[config.mk]
export PLATFORM = sky130hd
export DESIGN_NAME = access_guard
export DESIGN_NICKNAME = d
export VERILOG_FILES = /design/src/rtl/ag_pkg.sv /design/src/rtl/ag_segfile.sv /design/src/rtl/ag_decide.sv /design/src/rtl/ag_status.sv /design/src/rtl/access_guard.sv
export SDC_FILE = /design/constraint.sdc
export NUM_CORES = 1
export LEC_CHECK = 0
export ABC_AREA = 1
export BUFFER_PORTS_ARGS = -buffer_cell sky130_fd_sc_hd__buf_2
export CORE_MARGIN = 2
export CORE_UTILIZATION = 27
export CTS_CLUSTER_DIAMETER = 30
export DETAILED_ROUTE_END_ITERATION = 10
export GPL_ROUTABILITY_DRIVEN = 0
export PLACE_DENSITY = 0.48
export SYNTH_ARGS = -nofsm -noshare
export SYNTH_HDL_FRONTEND = slang
export SYNTH_SLANG_ARGS = --single-unit
export TNS_END_PERCENT = 20
[constraint.sdc]
create_clock -name clk -period 5.05 [get_ports clk]
set_input_delay 0.2525 -clock clk [delete_from_list [all_inputs] [get_ports clk]]
set_output_delay 0.2525 -clock clk [all_outputs]
set_load 0.02 [all_outputs]
[src/rtl/ag_pkg.sv]
package ag_pkg;
  localparam int SEG_DS_BIT = 31;
  localparam int SEG_KS_BIT = 30;
  localparam int SEG_KU_BIT = 29;
  localparam int SEG_NX_BIT = 28;

  localparam int PRM_R = 0;
  localparam int PRM_W = 1;
  localparam int PRM_X = 2;

  localparam logic [1:0] KIND_FETCH = 2'd0;
  localparam logic [1:0] KIND_LOAD  = 2'd1;
  localparam logic [1:0] KIND_STORE = 2'd2;

  localparam logic [31:0] ST_PROT_RD = 32'h0800_0000;
  localparam logic [31:0] ST_PROT_WR = 32'h0A00_0000;
  localparam logic [31:0] ST_NOEXEC  = 32'h1000_0000;
  localparam logic [31:0] ST_MISS_RD = 32'h4000_0000;
  localparam logic [31:0] ST_MISS_WR = 32'h4200_0000;

  typedef enum logic [1:0] {
    CAUSE_NONE   = 2'd0,
    CAUSE_PROT   = 2'd1,
    CAUSE_NOEXEC = 2'd2,
    CAUSE_MISS   = 2'd3
  } cause_e;

  function automatic logic [2:0] need_of(input logic [1:0] kind);
    logic [2:0] n;
    n = 3'b000;
    case (kind)
      KIND_FETCH: n[PRM_X] = 1'b1;
      KIND_STORE: n[PRM_W] = 1'b1;
      default:    n[PRM_R] = 1'b1;
    endcase
    return n;
  endfunction

  function automatic logic [2:0] block_rights(input logic [1:0] pp);
    logic [2:0] p;
    p = 3'b000;
    if (pp != 2'd0) begin
      p[PRM_R] = 1'b1;
      p[PRM_X] = 1'b1;
      p[PRM_W] = (pp == 2'd2);
    end
    return p;
  endfunction

  function automatic logic [2:0] page_rights(input logic key, input logic [1:0] pp,
                                             input logic nx);
    logic [2:0] p;
    p = 3'b000;
    if (!key) begin
      p[PRM_R] = 1'b1;
      p[PRM_W] = (pp != 2'd3);
    end else begin
      p[PRM_R] = (pp != 2'd0);
      p[PRM_W] = (pp == 2'd2);
    end
    p[PRM_X] = !nx;
    return p;
  endfunction
endpackage

[src/rtl/ag_segfile.sv]
module ag_segfile #(
  parameter int IDX_W  = 4,
  parameter int DATA_W = 32
) (
  input  logic              clk,
  input  logic              rst,
  input  logic              we,
  input  logic [IDX_W-1:0]  widx,
  input  logic [DATA_W-1:0] wdata,
  input  logic [IDX_W-1:0]  ridx,
  output logic [DATA_W-1:0] rdata
);
  localparam int DEPTH = 1 << IDX_W;

  logic [DATA_W-1:0] regs [DEPTH];

  for (genvar g = 0; g < DEPTH; g++) begin : g_entry
    always_ff @(posedge clk) begin
      if (rst) begin
        regs[g] <= '0;
      end else if (we && (widx == IDX_W'(g))) begin
        regs[g] <= wdata;
      end
    end
  end

  assign rdata = regs[ridx];
endmodule

[src/rtl/ag_decide.sv]
module ag_decide
  import ag_pkg::*;
#(
  parameter int SEG_W = 32
) (
  input  logic [1:0]       kind,
  input  logic             user,
  input  logic             real_mode,
  input  logic [SEG_W-1:0] seg,
  input  logic             blk_hit,
  input  logic [1:0]       blk_pp,
  input  logic             pte_found,
  input  logic [1:0]       pte_pp,
  output logic [2:0]       perm,
  output cause_e           cause
);
  logic [2:0] need;
  logic       key;
  logic       nx;
  logic       dstore;
  logic       is_fetch;

  assign need     = need_of(kind);
  assign key      = user ? seg[SEG_KU_BIT] : seg[SEG_KS_BIT];
  assign nx       = seg[SEG_NX_BIT];
  assign dstore   = seg[SEG_DS_BIT];
  assign is_fetch = (kind == KIND_FETCH);

  always_comb begin
    perm  = 3'b000;
    cause = CAUSE_NONE;
    if (real_mode) begin
      perm = 3'b111;
    end else if (blk_hit) begin
      perm = block_rights(blk_pp);
      if ((need & ~perm) != 3'b000) cause = CAUSE_PROT;
    end else if (dstore) begin
      if (is_fetch) begin
        cause = CAUSE_NOEXEC;
      end else begin
        perm = key ? 3'b011 : 3'b001;
        if ((need & ~perm) != 3'b000) cause = CAUSE_PROT;
      end
    end else if (is_fetch && nx) begin
      cause = CAUSE_NOEXEC;
    end else if (!pte_found) begin
      cause = CAUSE_MISS;
    end else begin
      perm = page_rights(key, pte_pp, nx);
      if ((need & ~perm) != 3'b000) cause = CAUSE_PROT;
    end
  end

  always_comb begin
    if (real_mode) assert_real_clean_R2: assert (cause == CAUSE_NONE);
  end
endmodule

[src/rtl/ag_status.sv]
module ag_status
  import ag_pkg::*;
#(
  parameter int STAT_W = 32
) (
  input  logic [1:0]        kind,
  input  cause_e            cause,
  output logic              grant,
  output logic              ifault,
  output logic              dfault,
  output logic [STAT_W-1:0] status
);
  logic is_fetch;
  logic is_store;

  assign is_fetch = (kind == KIND_FETCH);
  assign is_store = (kind == KIND_STORE);

  always_comb begin
    grant  = (cause == CAUSE_NONE);
    ifault = !grant && is_fetch;
    dfault = !grant && !is_fetch;
    case (cause)
      CAUSE_PROT:   status = STAT_W'(is_store ? ST_PROT_WR : ST_PROT_RD);
      CAUSE_NOEXEC: status = STAT_W'(ST_NOEXEC);
      CAUSE_MISS:   status = STAT_W'(is_store ? ST_MISS_WR : ST_MISS_RD);
      default:      status = '0;
    endcase
  end
endmodule

[src/rtl/access_guard.sv]
module access_guard
  import ag_pkg::*;
#(
  parameter int ADDR_W = 32,
  parameter int SEG_IDX_W = 4,
  parameter int SEG_W = 32,
  parameter int STAT_W = 32
) (
  input  logic                 clk,
  input  logic                 rst,
  input  logic                 seg_we,
  input  logic [SEG_IDX_W-1:0] seg_idx,
  input  logic [SEG_W-1:0]     seg_wdata,
  input  logic                 req_vld,
  input  logic [1:0]           req_kind,
  input  logic                 req_user,
  input  logic                 req_real,
  input  logic [ADDR_W-1:0]    req_ea,
  input  logic                 blk_hit,
  input  logic [1:0]           blk_pp,
  input  logic                 pte_found,
  input  logic [1:0]           pte_pp,
  output logic                 rsp_vld,
  output logic                 rsp_grant,
  output logic [2:0]           rsp_perm,
  output logic                 rsp_ifault,
  output logic                 rsp_dfault,
  output logic [STAT_W-1:0]    rsp_status,
  output logic [ADDR_W-1:0]    fault_addr
);
  logic [SEG_IDX_W-1:0] seg_sel;
  logic [SEG_W-1:0]     seg_q;
  logic [2:0]           d_perm;
  cause_e               d_cause;
  logic                 d_grant, d_ifault, d_dfault;
  logic [STAT_W-1:0]    d_status;

  assign seg_sel = req_ea[ADDR_W-1 -: SEG_IDX_W];

  ag_segfile #(.IDX_W(SEG_IDX_W), .DATA_W(SEG_W)) i_segs (
    .clk(clk), .rst(rst), .we(seg_we), .widx(seg_idx), .wdata(seg_wdata),
    .ridx(seg_sel), .rdata(seg_q)
  );

  ag_decide #(.SEG_W(SEG_W)) i_decide (
    .kind(req_kind), .user(req_user), .real_mode(req_real), .seg(seg_q),
    .blk_hit(blk_hit), .blk_pp(blk_pp), .pte_found(pte_found), .pte_pp(pte_pp),
    .perm(d_perm), .cause(d_cause)
  );

  ag_status #(.STAT_W(STAT_W)) i_status (
    .kind(req_kind), .cause(d_cause), .grant(d_grant), .ifault(d_ifault),
    .dfault(d_dfault), .status(d_status)
  );

  always_ff @(posedge clk) begin
    if (rst) begin
      rsp_vld    <= 1'b0;
      rsp_grant  <= 1'b0;
      rsp_perm   <= 3'b000;
      rsp_ifault <= 1'b0;
      rsp_dfault <= 1'b0;
      rsp_status <= '0;
      fault_addr <= '0;
    end else begin
      rsp_vld <= req_vld;
      if (req_vld) begin
        rsp_grant  <= d_grant;
        rsp_perm   <= d_perm;
        rsp_ifault <= d_ifault;
        rsp_dfault <= d_dfault;
        rsp_status <= d_status;
        if (d_dfault) fault_addr <= req_ea;
      end
    end
  end

  assert_vld_follows_R1: assert property (@(posedge clk) disable iff (rst)
    req_vld |=> rsp_vld);
  assert_vld_quiet_R1: assert property (@(posedge clk) disable iff (rst)
    !req_vld |=> (!rsp_vld && $stable(rsp_status) && $stable(rsp_grant)));
  assert_real_grant_R2: assert property (@(posedge clk) disable iff (rst)
    (req_vld && req_real) |=> (rsp_grant && rsp_perm == 3'b111 && rsp_status == '0));
  assert_noexec_fetch_R6: assert property (@(posedge clk) disable iff (rst)
    (req_vld && !req_real && !blk_hit && req_kind == KIND_FETCH && seg_q[SEG_NX_BIT])
    |=> (rsp_ifault && rsp_status == STAT_W'(ST_NOEXEC)));
  assert_one_fault_R12: assert property (@(posedge clk) disable iff (rst)
    !(rsp_ifault && rsp_dfault));
  assert_grant_clean_R12: assert property (@(posedge clk) disable iff (rst)
    rsp_grant |-> (!rsp_ifault && !rsp_dfault && rsp_status == '0));
  assert_fetch_side_R12: assert property (@(posedge clk) disable iff (rst)
    (req_vld && req_kind == KIND_FETCH) |=> !rsp_dfault);
  assert_far_capture_R13: assert property (@(posedge clk) disable iff (rst)
    req_vld |=> (!rsp_dfault || fault_addr == $past(req_ea)));
  assert_far_hold_R13: assert property (@(posedge clk) disable iff (rst)
    !req_vld |=> $stable(fault_addr));
endmodule

==> out/results.txt, run 1 <==
The flow ran to the end, and the final reports show no timing, DRC or antenna violations. The logs give 0.008097 ns for the setup clock skew after layout and 304 for the number of violations reported at the end of detailed-routing iteration 0. The critical path in this run is classified as input pin to register. TritonCTS built the clock tree. After the last flow step, the layout net total stands at 814. The worst setup path is launched from an input pin. In the layout the commonest cells are 128 x nor2_1, 118 x nand2_1, 96 x buf_2, 78 x nand3_1, 64 x edfxtp_1. The worst-case clock buffer depth was 2; the slew of the pin with the lowest slew margin was 0.7665 ns. Register area share after synthesis: 0.5159. The row count was 51.

The detailed router used layers up to and including met4. Synthesis handed over a netlist of 657 instances. IR analysis of the VDD net gives a maximum drop of 0.0001280 V.

The power per unit of standard cell area came out at 318.0 nW/um^2. The type of the most critical hold path was input pin to register. Highest clock rate: 312.5 MHz. Effective utilization at floorplan: 0.2762. Summed over all instances, the cell type with the most area after synthesis is edfxtp_1. After synthesis, the cell types taking the most area are edfxtp_1 36%, dfxtp_1 16%, nor2_1 8.9%, nand2_1 8.2%, nand3_1 7.2%.

The tools report the worst max-slew margin expressed relative to the limit as 0.4884. For the routed metal-1 wirelength, the log shows 6414 um. In this run the post-CTS setup repair buffer count came out at 0. STA classifies the critical path endpoint as a register. The tools report the via count of the first global-routing pass as 4,063. The initial antenna violation count is 2. The endpoint with the worst hold slack is rsp_status[30]. The register bit count reported by yosys works out to 107. The tools report the critical path startpoint as req_ea[28]. Compared with the post-synthesis result, the final layout area differs by 14.71%.

Dividing the detail-routed wire length by the instance count gives 14.18 um. Number of ports placed on the die boundary: 153. STA puts the critical path data required time at 5.29 ns. For this run, design rule violations remaining after detail routing come to 0. The first TritonRoute pass finished after 7 iterations. The routed length on met2 is 6854 um.

The first global-routing pass estimated 22,350 um of wire. The setup check on the worst reg-to-reg path leaves a slack of 2.32 ns. The worst hold path passes through 2 cells.

At the worst endpoint, the arrival time is 3.44 ns. The count of clock tree sinks was 107. The logs give 767 um for the met3 wire length and 46 for the maximum number of pins on one net before global-route repair. The area fraction of the dominant cell type after synthesis is 0.3563, and the total standard cell area after synthesis is 5394 sq um. The footprint of the flip-flops and latches is 2783 sq um, and the total count of hold-check failures in the final report is 0.

The H-tree was split into 3 levels. The yosys synthesis warning count is 0, and the average cell area after synthesis is 8.210 sq um. Total detailed-routing wirelength: 14,220 um. The HPWL after detailed placement is 9785 um, and the clock latency on the worst-skew pair is 0.35 ns.

For the worst flop-to-flop path, the logic depth is 18. Across the run, the number of max-cap violations was 0. The startpoint identified for the worst register-to-register timing path is i_segs.regs[9][28]. The run gives 2.761 nW as the leakage component of the power. Endpoint of the most critical register-to-register path: fault_addr[16].

The number of buffers added on ports came out at 96. Setup violations remaining at the end of the flow were counted as 0. After layout, the minimum clock period comes to 3.200 ns. After clock tree synthesis, the repair step resized 0 gates.

The final hold slack came out at 0.1869 ns. The tree is rooted in a clkbuf_16. The final period utilization is 0.6336. The die width is 145.3 um. The layout has 2,174 filler cells.

Setup repair after global routing left no endpoint under its margin. Once detail routing completed, the nets flagged for antenna violations numbered 0. Leading cell type in the layout, fill and taps excluded: nor2_1. In the final layout, the multi-input gates occupy 2034 sq um.

The run gives 0 as the count of final max-slew check failures. Counting distinct cell types in the post-synthesis netlist gives 29. The routed layout has 4,411 vias. The clock-pin slew of the registers on the worst-case setup and hold paths was 0.07 ns. For the global-route usage over all layers, the log shows 0.1353.

Die area: 21,120 sq um. After global routing the overflow that remains totals 0. For this design, the CTS-stage hold fixing added 0 buffers. The number of CTS-inserted buffers is 9.

In this run the most critical hold path is launched from rst. In this run the standard cell core region covers 19,530 sq um. After routing, the total negative slack on setup checks comes to 0 ns. In this run the worst path has a maximum fanout of 35. The share of post-route cells with drive strength above 1 was 0.1981.

In this run the vertical extent of the chip is 145.3 um. The detailed-route vias per instance works out to 4.398.
[cell type report]
class | count | area share
Sequential cell | 107 | 0.4497
Multi-Input combinational cell | 449 | 0.3288
Timing Repair Buffer | 102 | 0.08493
Tap cell | 265 | 0.05359
Inverter | 63 | 0.03862
Clock buffer | 10 | 0.03701
Clock inverter | 6 | 0.006876
Antenna cell | 1 | 0.0004044
[logic make-up after synthesis]
family                 synth area share
other                         0.0006952
DFF                              0.5159
AOI/OAI and AO/OA               0.09905
and+or+nand+nor                  0.2586
buffers and inverters            0.1257
[worst max path at each step]
stage | to | depth (start not counted)
after global routing | fault_addr[25] | 15
final | fault_addr[16] | 15
after floorplan | fault_addr[15] | 21
after detailed placement | fault_addr[24] | 15
after global placement | fault_addr[22] | 15
after CTS | fault_addr[24] | 15
[cell usage after synthesis (all sizes together)]
master and n:
o221ai 3, nand4 1, dfxtp 43, o22ai 2, nand2 120, o211ai 5, nand3 81, edfxtp 64
inv 62, clkbuf 18, a31oi 2, buf 47, nor3 4, conb 1, o21ai 30, nor2 128
clkinv 1, a21oi 44, nand3b 1
[stage by stage]
step	total power [W]	utilization	setup slack, ns	cells	instance area, sq um
floorplan	0.001255	-	3.077	684	5495
global placement	0.001332	0.3028	1.442	986	5913
detailed placement	0.001333	0.3028	1.444	986	5913
CTS	0.001998	0.3167	1.832	1002	6185
global route	0.002072	0.3169	1.521	1003	6187
finish	0.001968	0.3169	1.850	1003	6187
[flip-flops by register name, indices dropped and copies added, names as in the netlist]
signal       flops
fault_addr      32
rsp_vld          1
rsp_dfault       1
rsp_perm         3
rsp_status       4
rsp_ifault       1
rsp_grant        1
i_segs.regs     64
[critical path: stages]
cell	delay, ns
buf_2	0.55
inv_4	0.31
o21ai_0	0.29
o221ai_1	0.18
nand3_1	0.14
nand2_1	0.13
inv_2	0.08
nor2_1	0.06
nor3_2	0.15
nand3_1	0.13
nand2_2	0.52
buf_4	0.39
nand3_1	0.10
nand2_1	0.09
nor2_1	0.04
[report_power, final]
group          switching [W]  internal, W  total, W
registers          0.0000206     0.000979  0.000999
clock network       0.000324     0.000335  0.000658
logic               0.000218    0.0000912  0.000310
total               0.000563      0.00140   0.00197
[routing by layer]
layer	vias up	GRT usage
met3	12	0.02884
li1	2242	-
met4	0	0.04510
met1	2045	0.1773
met5	-	0
met2	112	0.2227
No activity file was read; power rests on OpenSTA's default activity.
==> run 2: changes to the inputs <==
- clock period: 5.05 -> 3.1 ns (I/O delays scaled with it)
==> out/results.txt, run 2 (synthesized netlist as in run 1, its figures left out) <==
The required time of the worst setup path was 3.34 ns (-1.95 ns); the final period utilization was 0.7459. The routed design could run at a clock period as short as 2.312 ns. The max capacitance violation total was 0 (unchanged). The path length in cells of the critical path works out to 20 (+5).

The arrival time at the worst endpoint came out at 2.55 ns (-0.89 ns). The run gives 0.4239 ns (-1.021 ns) as the setup slack after placement. The run gives 9680 um (-1.1%) as the HPWL after detailed placement. The overall die height works out to 145.3 um (unchanged). Cell repeated most along the worst path: nand2_1.

STA classifies the critical path startpoint as an input pin. The signal on the critical path passes through buf_2, buf_4, nand2_1, nand3_1, nand3_1, nand2_1, nand2_1, nand3_2, nand3_1, nor2_1, nor2_1, nand2_1, nand2_1, nand2_2, nand3_2, nand2_2, buf_12, nand3_1, nand2_1, nor2_1. The leakage component of the power was 2.820 nW (+2.1%).

The accumulated negative setup slack was 0 ns (unchanged). For the worst-case clock buffer depth, the log shows 2 (unchanged). The path class of the tightest hold or removal check is input pin to register. The number of remaining DRC errors was 0 (unchanged); the power per unit of standard cell area was 539.4 nW/um^2 (+70%). Among all stages on the critical path, the largest delay is contributed by buf_4. Clock latency on the worst-skew pair: 0.35 ns (about the same).

The tools report the critical path startpoint as req_ea[28]. The post-CTS setup buffer count was 0 (unchanged). The run gives 0.2762 (unchanged) as the effective utilization at floorplan. The tools report the first-pass iteration count of the detailed router as 4 (-3). The cell sitting at the root of the clock tree is a clkbuf_16. TritonCTS built the clock tree. The via count of the first global-routing pass came out at 4,128 (+1.6%). The run finished with clean final reports. Largest register by flop count: i_segs.regs. The clock-pin slew of the registers on the worst-case setup and hold paths works out to 0.07 ns (about the same). The run gives 0 (unchanged) as the total congestion overflow after global routing. Setup repair after global routing left no endpoint under its margin. The slack of the worst reg-to-reg path came out at 0.86 ns (-1.46 ns). The worst stage delay on the critical path is 0.32 ns (-0.23 ns). Number of hold-repair buffers added at the cts stage: 0 (unchanged).

For the number of ports placed on the die boundary, the log shows 153 (unchanged). For the total count of hold-check failures in the final report, the log shows 0 (unchanged). For the total net switching power, the log shows 0.0009117 W (+62%). The capture point of the critical path is fault_addr[30].

For the area of the core, the log shows 19,530 sq um (unchanged). The detailed-route vias per instance came out at 4.407 (+0.20%). The setup clock skew after layout came out at 0.01326 ns (+0.005164 ns). For the count of nets left with antenna violations after detail routing, the log shows 0 (unchanged).

The number of cells upsized or downsized after cts is 0 (unchanged). The largest registers in the layout are i_segs.regs: 64 flops, fault_addr: 32 flops, rsp_status: 4 flops. The run gives 0.368 (+0.033) as the clock power share. The highest ir drop seen on vdd is 0.0002021 V (+58%). The post-layout total power was 0.003384 W (+72%). The number of buffers added on ports was 96 (unchanged); the via total after detailed routing was 4,420 (+0.20%). The number of CTS-inserted buffers was 9 (unchanged); the maximum fanout along the worst path was 67 (+91%). For the maximum number of pins on one net before global-route repair, the log shows 68 (+48%). The fraction of power spent switching nets is 0.2695 (-0.01653), and the count of final max-slew check failures is 0 (unchanged).

The count of clock tree sinks was 107 (unchanged). The startpoint identified for the worst register-to-register timing path is i_segs.regs[9][28]. STA classifies the critical path endpoint as a register.

Count of endpoints failing setup in the final report: 0 (unchanged). Broken down by cell family, the worst path's largest delay share belongs to simple AND/OR/NAND/NOR gates. The number of buffer and inverter stages on the critical path was 3 (-1); the die area was 21,120 sq um (unchanged). Number of violations reported at the end of detailed-routing iteration 0: 222 (-27%). The area of all placed cells without fillers was 6272 sq um (+1.4%).

The post-detailed-route wirelength per cell is 14.26 um (+0.59%), and the die width is 145.3 um (unchanged). In the layout the commonest cells are 128 x nor2_1, 118 x nand2_1, 96 x buf_2, 78 x nand3_1, 64 x edfxtp_1. The run gives 51 (unchanged) as the row count. The run gives 815 (+0.12%) as the count of nets after finishing. The H-tree depth came out at 3 (unchanged). The tools report the internal power consumption as 0.002472 W (+76%). Timing would allow up to 432.5 MHz. The slew of the pin with the lowest slew margin was 0.7419 ns (-0.02457 ns); the signed area change from the synthesized netlist to the final layout was 16.28%.

The share of post-route cells with drive strength above 1 works out to 0.2005 (+0.002442). By startpoint and endpoint, the worst setup path is classified as input pin to register. The run gives 0.5048 (+0.01640) as the worst max-slew margin expressed relative to the limit.

The tools report the number of antenna repair diodes as 0 (-1). In this run the critical register-to-register path is captured at fault_addr[30]. The initial antenna violation count was 0 (-2); the share of total power in sequential cells was 0.481 (-0.027). The run gives 0.150 (-0.007) as the fraction of power consumed by combinational cells. For the global-route usage over all layers, the log shows 0.1346 (-0.0006575). The length in cells of the worst reg-to-reg path was 18 (unchanged). For the setup slack of the critical path after layout, the log shows 0.7877 ns (-1.063 ns). The tools report the total detailed-routing wirelength as 14,300 um (+0.59%). The number of flip-flops in the largest register was 64 (unchanged); the wire length of the first global-routing pass was 22,480 um (+0.59%). The run gives 5946 sq um (+0.55%) as the total placed instance area. The leading cell type in the layout, fill and taps excluded is nor2_1.
==> run 2: changes by cell type in the layout (fill, tap and decap cells not counted) <==
| cell | before | now |
|---|---|---|
| diode_2 | 1 | 0 |
| buf_12 | 0 | 2 |
| bufinv_8 | 0 | 2 |
| clkinvlp_4 | 1 | 0 |
| clkinvlp_2 | 1 | 0 |
| clkinv_4 | 3 | 0 |
| clkinv_1 | 2 | 1 |
| buf_4 | 6 | 5 |
| clkbuf_16 | 9 | 11 |
| inv_4 | 1 | 3 |
==> run 2: cell type report <==
| class | count | area [sq um] |
|---|---|---|
| Clock inverter | 4 | 47.55 |
| Timing Repair Buffer | 103 | 558.0 |
| Clock buffer | 12 | 279.0 |
| Fill cell | 2159 | 13250 |
| Inverter | 63 | 239.0 |
| Multi-Input combinational cell | 449 | 2034 |
| Tap cell | 265 | 331.6 |
| Sequential cell | 107 | 2783 |
==> run 2: per-stage QoR <==
step | hold slack [ns] | utilization | instances
finish | 0.09255 | 0.3212 | 1003
global route | 0.08918 | 0.3212 | 1003
CTS | 0.08692 | 0.3212 | 1003
detailed placement | 0.4503 | 0.3045 | 987
global placement | 0.4539 | 0.3045 | 987
floorplan | 0.3168 | - | 684
==> run 2: worst min path at each step <==
stage / start / end / cells after the start / slack (ns)
2_1_floorplan: blk_pp[1] / rsp_perm[1] / 2 / 0.32
3_3_place_gp: rsp_dfault / rsp_dfault / 2 / 0.45
3_5_place_dp: blk_pp[1] / rsp_perm[1] / 3 / 0.45
4_1_cts: pte_found / rsp_perm[2] / 3 / 0.09
5_1_grt: rst / rsp_status[28] / 2 / 0.09
6_report: rst / rsp_status[27] / 2 / 0.09
==> run 2: metal layers <==
metal	vias up	track usage	wire [um]
met5	-	0	0
met4	0	0.03873	177
met3	12	0.02759	497
met2	84	0.2218	6935
met1	2087	0.1797	6693
li1	2237	-	-
==> run 2: worst reg2reg max path, delay by kind of cell, from the launching register on <==
kind / cells / cell delay (ns)
simple gates: 13 / 1.13
buf+inv: 2 / 0.34
compound gates: 3 / 0.35
flops: 1 / 0.33
==> run 2: power by group through the flow <==
stage                     sequential (W)  combinational, W  clock (W)
after global placement           0.00166          0.000514          0
after detailed placement         0.00166          0.000515          0
after CTS                        0.00163          0.000516    0.00127
final                            0.00163          0.000509    0.00125
after floorplan                  0.00171          0.000338          0
after global routing             0.00164          0.000566    0.00133
==> run 3: changes to the inputs <==
- PLACE_DENSITY: 0.48 -> 0.5
- clock period: 3.1 -> 1.9 ns (I/O delays scaled with it)
==> out/results.txt, run 3 (synthesized netlist as in run 1, its figures left out) <==
The run finished, with violations left. The final reports fail on setup timing. For the footprint of the flip-flops and latches, the log shows 2783 sq um (unchanged).

Via count of the first global-routing pass: 4,298 (+4.1%). CTS placed an instance of clkbuf_16 at the clock tree root. The area of all placed cells without fillers is 6798 sq um (+8.4%), and the count of nets left with antenna violations after detail routing is 0 (unchanged). The detailed-route vias per instance is 4.385 (-0.49%). The tools report the total count of hold-check failures in the final report as 0 (unchanged).

STA classifies the critical path startpoint as a register. Leaving out fill and tap cells, the most frequent cells in the layout are 124 x nor2_1, 116 x nand2_1, 96 x buf_2, 71 x nand3_1, 64 x edfxtp_1. The hold-critical path depth is 2 (unchanged), and the effective utilization at floorplan is 0.2762 (unchanged). The setup slack after placement came out at -0.3255 ns (-0.7494 ns). The total detailed-routing wirelength is 14,860 um (+3.9%). The number of CTS-inserted buffers is 9 (unchanged), and the H-tree depth is 3 (unchanged). The maximum number of pins on one net before global-route repair is 35 (-49%).

The run gives 1,019 (+3.2%) as the number of placed instances with taps included. The largest registers in the layout are i_segs.regs: 64 flops, fault_addr: 32 flops, rsp_status: 4 flops. The startpoint identified for the worst register-to-register timing path is i_segs.regs[2][31]. The logs give 0 (unchanged) for the number of remaining DRC errors and 853 (+4.7%) for the count of nets after finishing.

In this run the critical register-to-register path is captured at fault_addr[28]. Number of antenna repair diodes: 0 (unchanged). Setup repair after global routing could not meet its margin everywhere.

For the count of non-filler cells in the finished layout, the log shows 1,041 (+3.8%). The critical hold path startpoint was rst. The count of final max-slew check failures was 0 (unchanged). The die width works out to 145.3 um (unchanged). The logs give -7.003 ns (-7.003 ns) for the accumulated negative setup slack and 4 (unchanged) for the first-pass iteration count of the detailed router. The number of buffers added on ports is 96 (unchanged), and the setup slack of the critical path after layout is -0.2292 ns (-1.017 ns).

From synthesis to final layout, the design area changed by 26.03%. The tools report the highest ir drop seen on vdd as 0.0003500 V (+73%). The largest register by flop count was i_segs.regs.

The logs give 10,370 um (+7.1%) for the HPWL after detailed placement and 0 (unchanged) for the number of hold-repair buffers added at the cts stage. The clock-pin slew of the registers on the worst-case setup and hold paths is 0.07 ns (about the same). The tools report the capture point of the critical path as fault_addr[28]. The overall die height is 145.3 um (unchanged). The share of post-route cells with drive strength above 1 was 0.2784 (+0.07781); the via total after detailed routing was 4,565 (+3.3%). The post-detailed-route wirelength per cell is 14.28 um (+0.12%), and the required time of the worst setup path is 2.15 ns (-1.19 ns). The library cell used most frequently in the layout, excluding fill and tap cells, is nor2_1. The tools report the count of clock tree sinks as 107 (unchanged).

For the max capacitance violation total, the log shows 0 (unchanged). The row count is 51 (unchanged). The number of ports placed on the die boundary is 153 (unchanged), and the slew of the pin with the lowest slew margin is 0.7023 ns (-0.03964 ns).

The critical path is of the register to register type. The total placed instance area is 6236 sq um (+4.9%), and the post-layout total power is 0.005584 W (+65%). The worst-case clock buffer depth is 2 (unchanged), and the arrival time at the worst endpoint is 2.38 ns (-0.17 ns). The logs give 19,530 sq um (unchanged) for the area of the core and -0.23 ns (-1.09 ns) for the slack of the worst reg-to-reg path. TritonCTS built the clock tree. Tracing the worst setup path back leads to its startpoint at i_segs.regs[2][31]. The run gives 0 (unchanged) as the initial antenna violation count.

The number of flip-flops in the largest register works out to 64 (unchanged). For the finished layout, the period the worst path requires is 2.129 ns. The tools report the wire length of the first global-routing pass as 23,260 um (+3.5%). The tools report the count of endpoints failing setup in the final report as 39 (+39). The number of violations reported at the end of detailed-routing iteration 0 is 317 (+43%).

The die area was 21,120 sq um (unchanged); the worst max-slew margin expressed relative to the limit was 0.5269 (+0.02203). The number of filler instances in the final layout is 2,085 (-3.4%), and the global-route usage over all layers is 0.1401 (+0.005511). Based on the critical path, the design can be clocked at up to 469.7 MHz. The length in cells of the worst reg-to-reg path was 13 (-5). The maximum fanout along the worst path came out at 9 (-87%). The power per unit of standard cell area was 821.5 nW/um^2 (+52%).

The tools report the total congestion overflow after global routing as 0 (unchanged). The final period utilization came out at 1.121. In this run the worst hold path is classified as input pin to register. STA classifies the critical path endpoint as a register. The setup clock skew after layout was 0.01024 ns (-0.003020 ns); the clock latency on the worst-skew pair was 0.36 ns (about the same).

The area of combinational cells with multiple inputs is 2186 sq um (+7.4%), and the leakage component of the power is 3.051 nW (+8.2%).
[run 3: worst min-delay path by stage]
stage | end | slack, ns
final | rsp_status[28] | 0.04
after detailed placement | rsp_perm[1] | 0.39
after floorplan | rsp_perm[1] | 0.26
after CTS | rsp_dfault | 0.02
after global placement | rsp_ifault | 0.39
after global routing | rsp_ifault | 0.05
[run 3: worst max-delay path, stage by stage, from the launching register on]
cell	delay, ns
edfxtp_1	0.38
o21ai_2	0.13
o22ai_1	0.10
o211ai_1	0.26
nand2_2	0.14
inv_2	0.08
nor2_2	0.05
nor3_4	0.25
nand3_4	0.13
nand2_8	0.15
clkbuf_16	0.17
nand3_1	0.06
nand2_1	0.08
nor2_1	0.04
[run 3: per-stage QoR]
stage	utilization	hold slack, ns
global placement	0.3194	0.3890
detailed placement	0.3194	0.3917
floorplan	-	0.2568
finish	0.3481	0.03645
global route	0.3481	0.04740
CTS	0.3405	0.02022
[run 3: final cells by class]
type / count / area share
clock inverter: 4 / 0.005522
clock buffer: 12 / 0.03939
multi-input combinational: 449 / 0.3216
inverter: 63 / 0.03516
sequential: 107 / 0.4094
tap: 265 / 0.04878
timing repair buffer: 141 / 0.1403
[run 3: layer usage]
metal | GRT usage | share of wire | wire length (um)
met1 | 0.1847 | 0.46 | 6768
met2 | 0.2265 | 0.47 | 7012
met3 | 0.02539 | 0.046 | 691
met4 | 0.06029 | 0.026 | 389
met5 | 0 | 0 | 0
[run 3: timing repair]
item,in CTS,in global routing
resized for setup,10,35
gates cloned,2,2
pin swaps,3,25
buffers inserted,2,2
setup endpoints to repair,37,40
[run 3: power by group]
group | leakage [nW] | total, W | switching [W] | internal [W]
logic | 1.93 | 0.000992 | 0.000626 | 0.000366
registers | 0.965 | 0.00267 | 0.0000712 | 0.00260
clock network | 0.157 | 0.00192 | 0.000847 | 0.00107
total | 3.05 | 0.00558 | 0.00154 | 0.00404
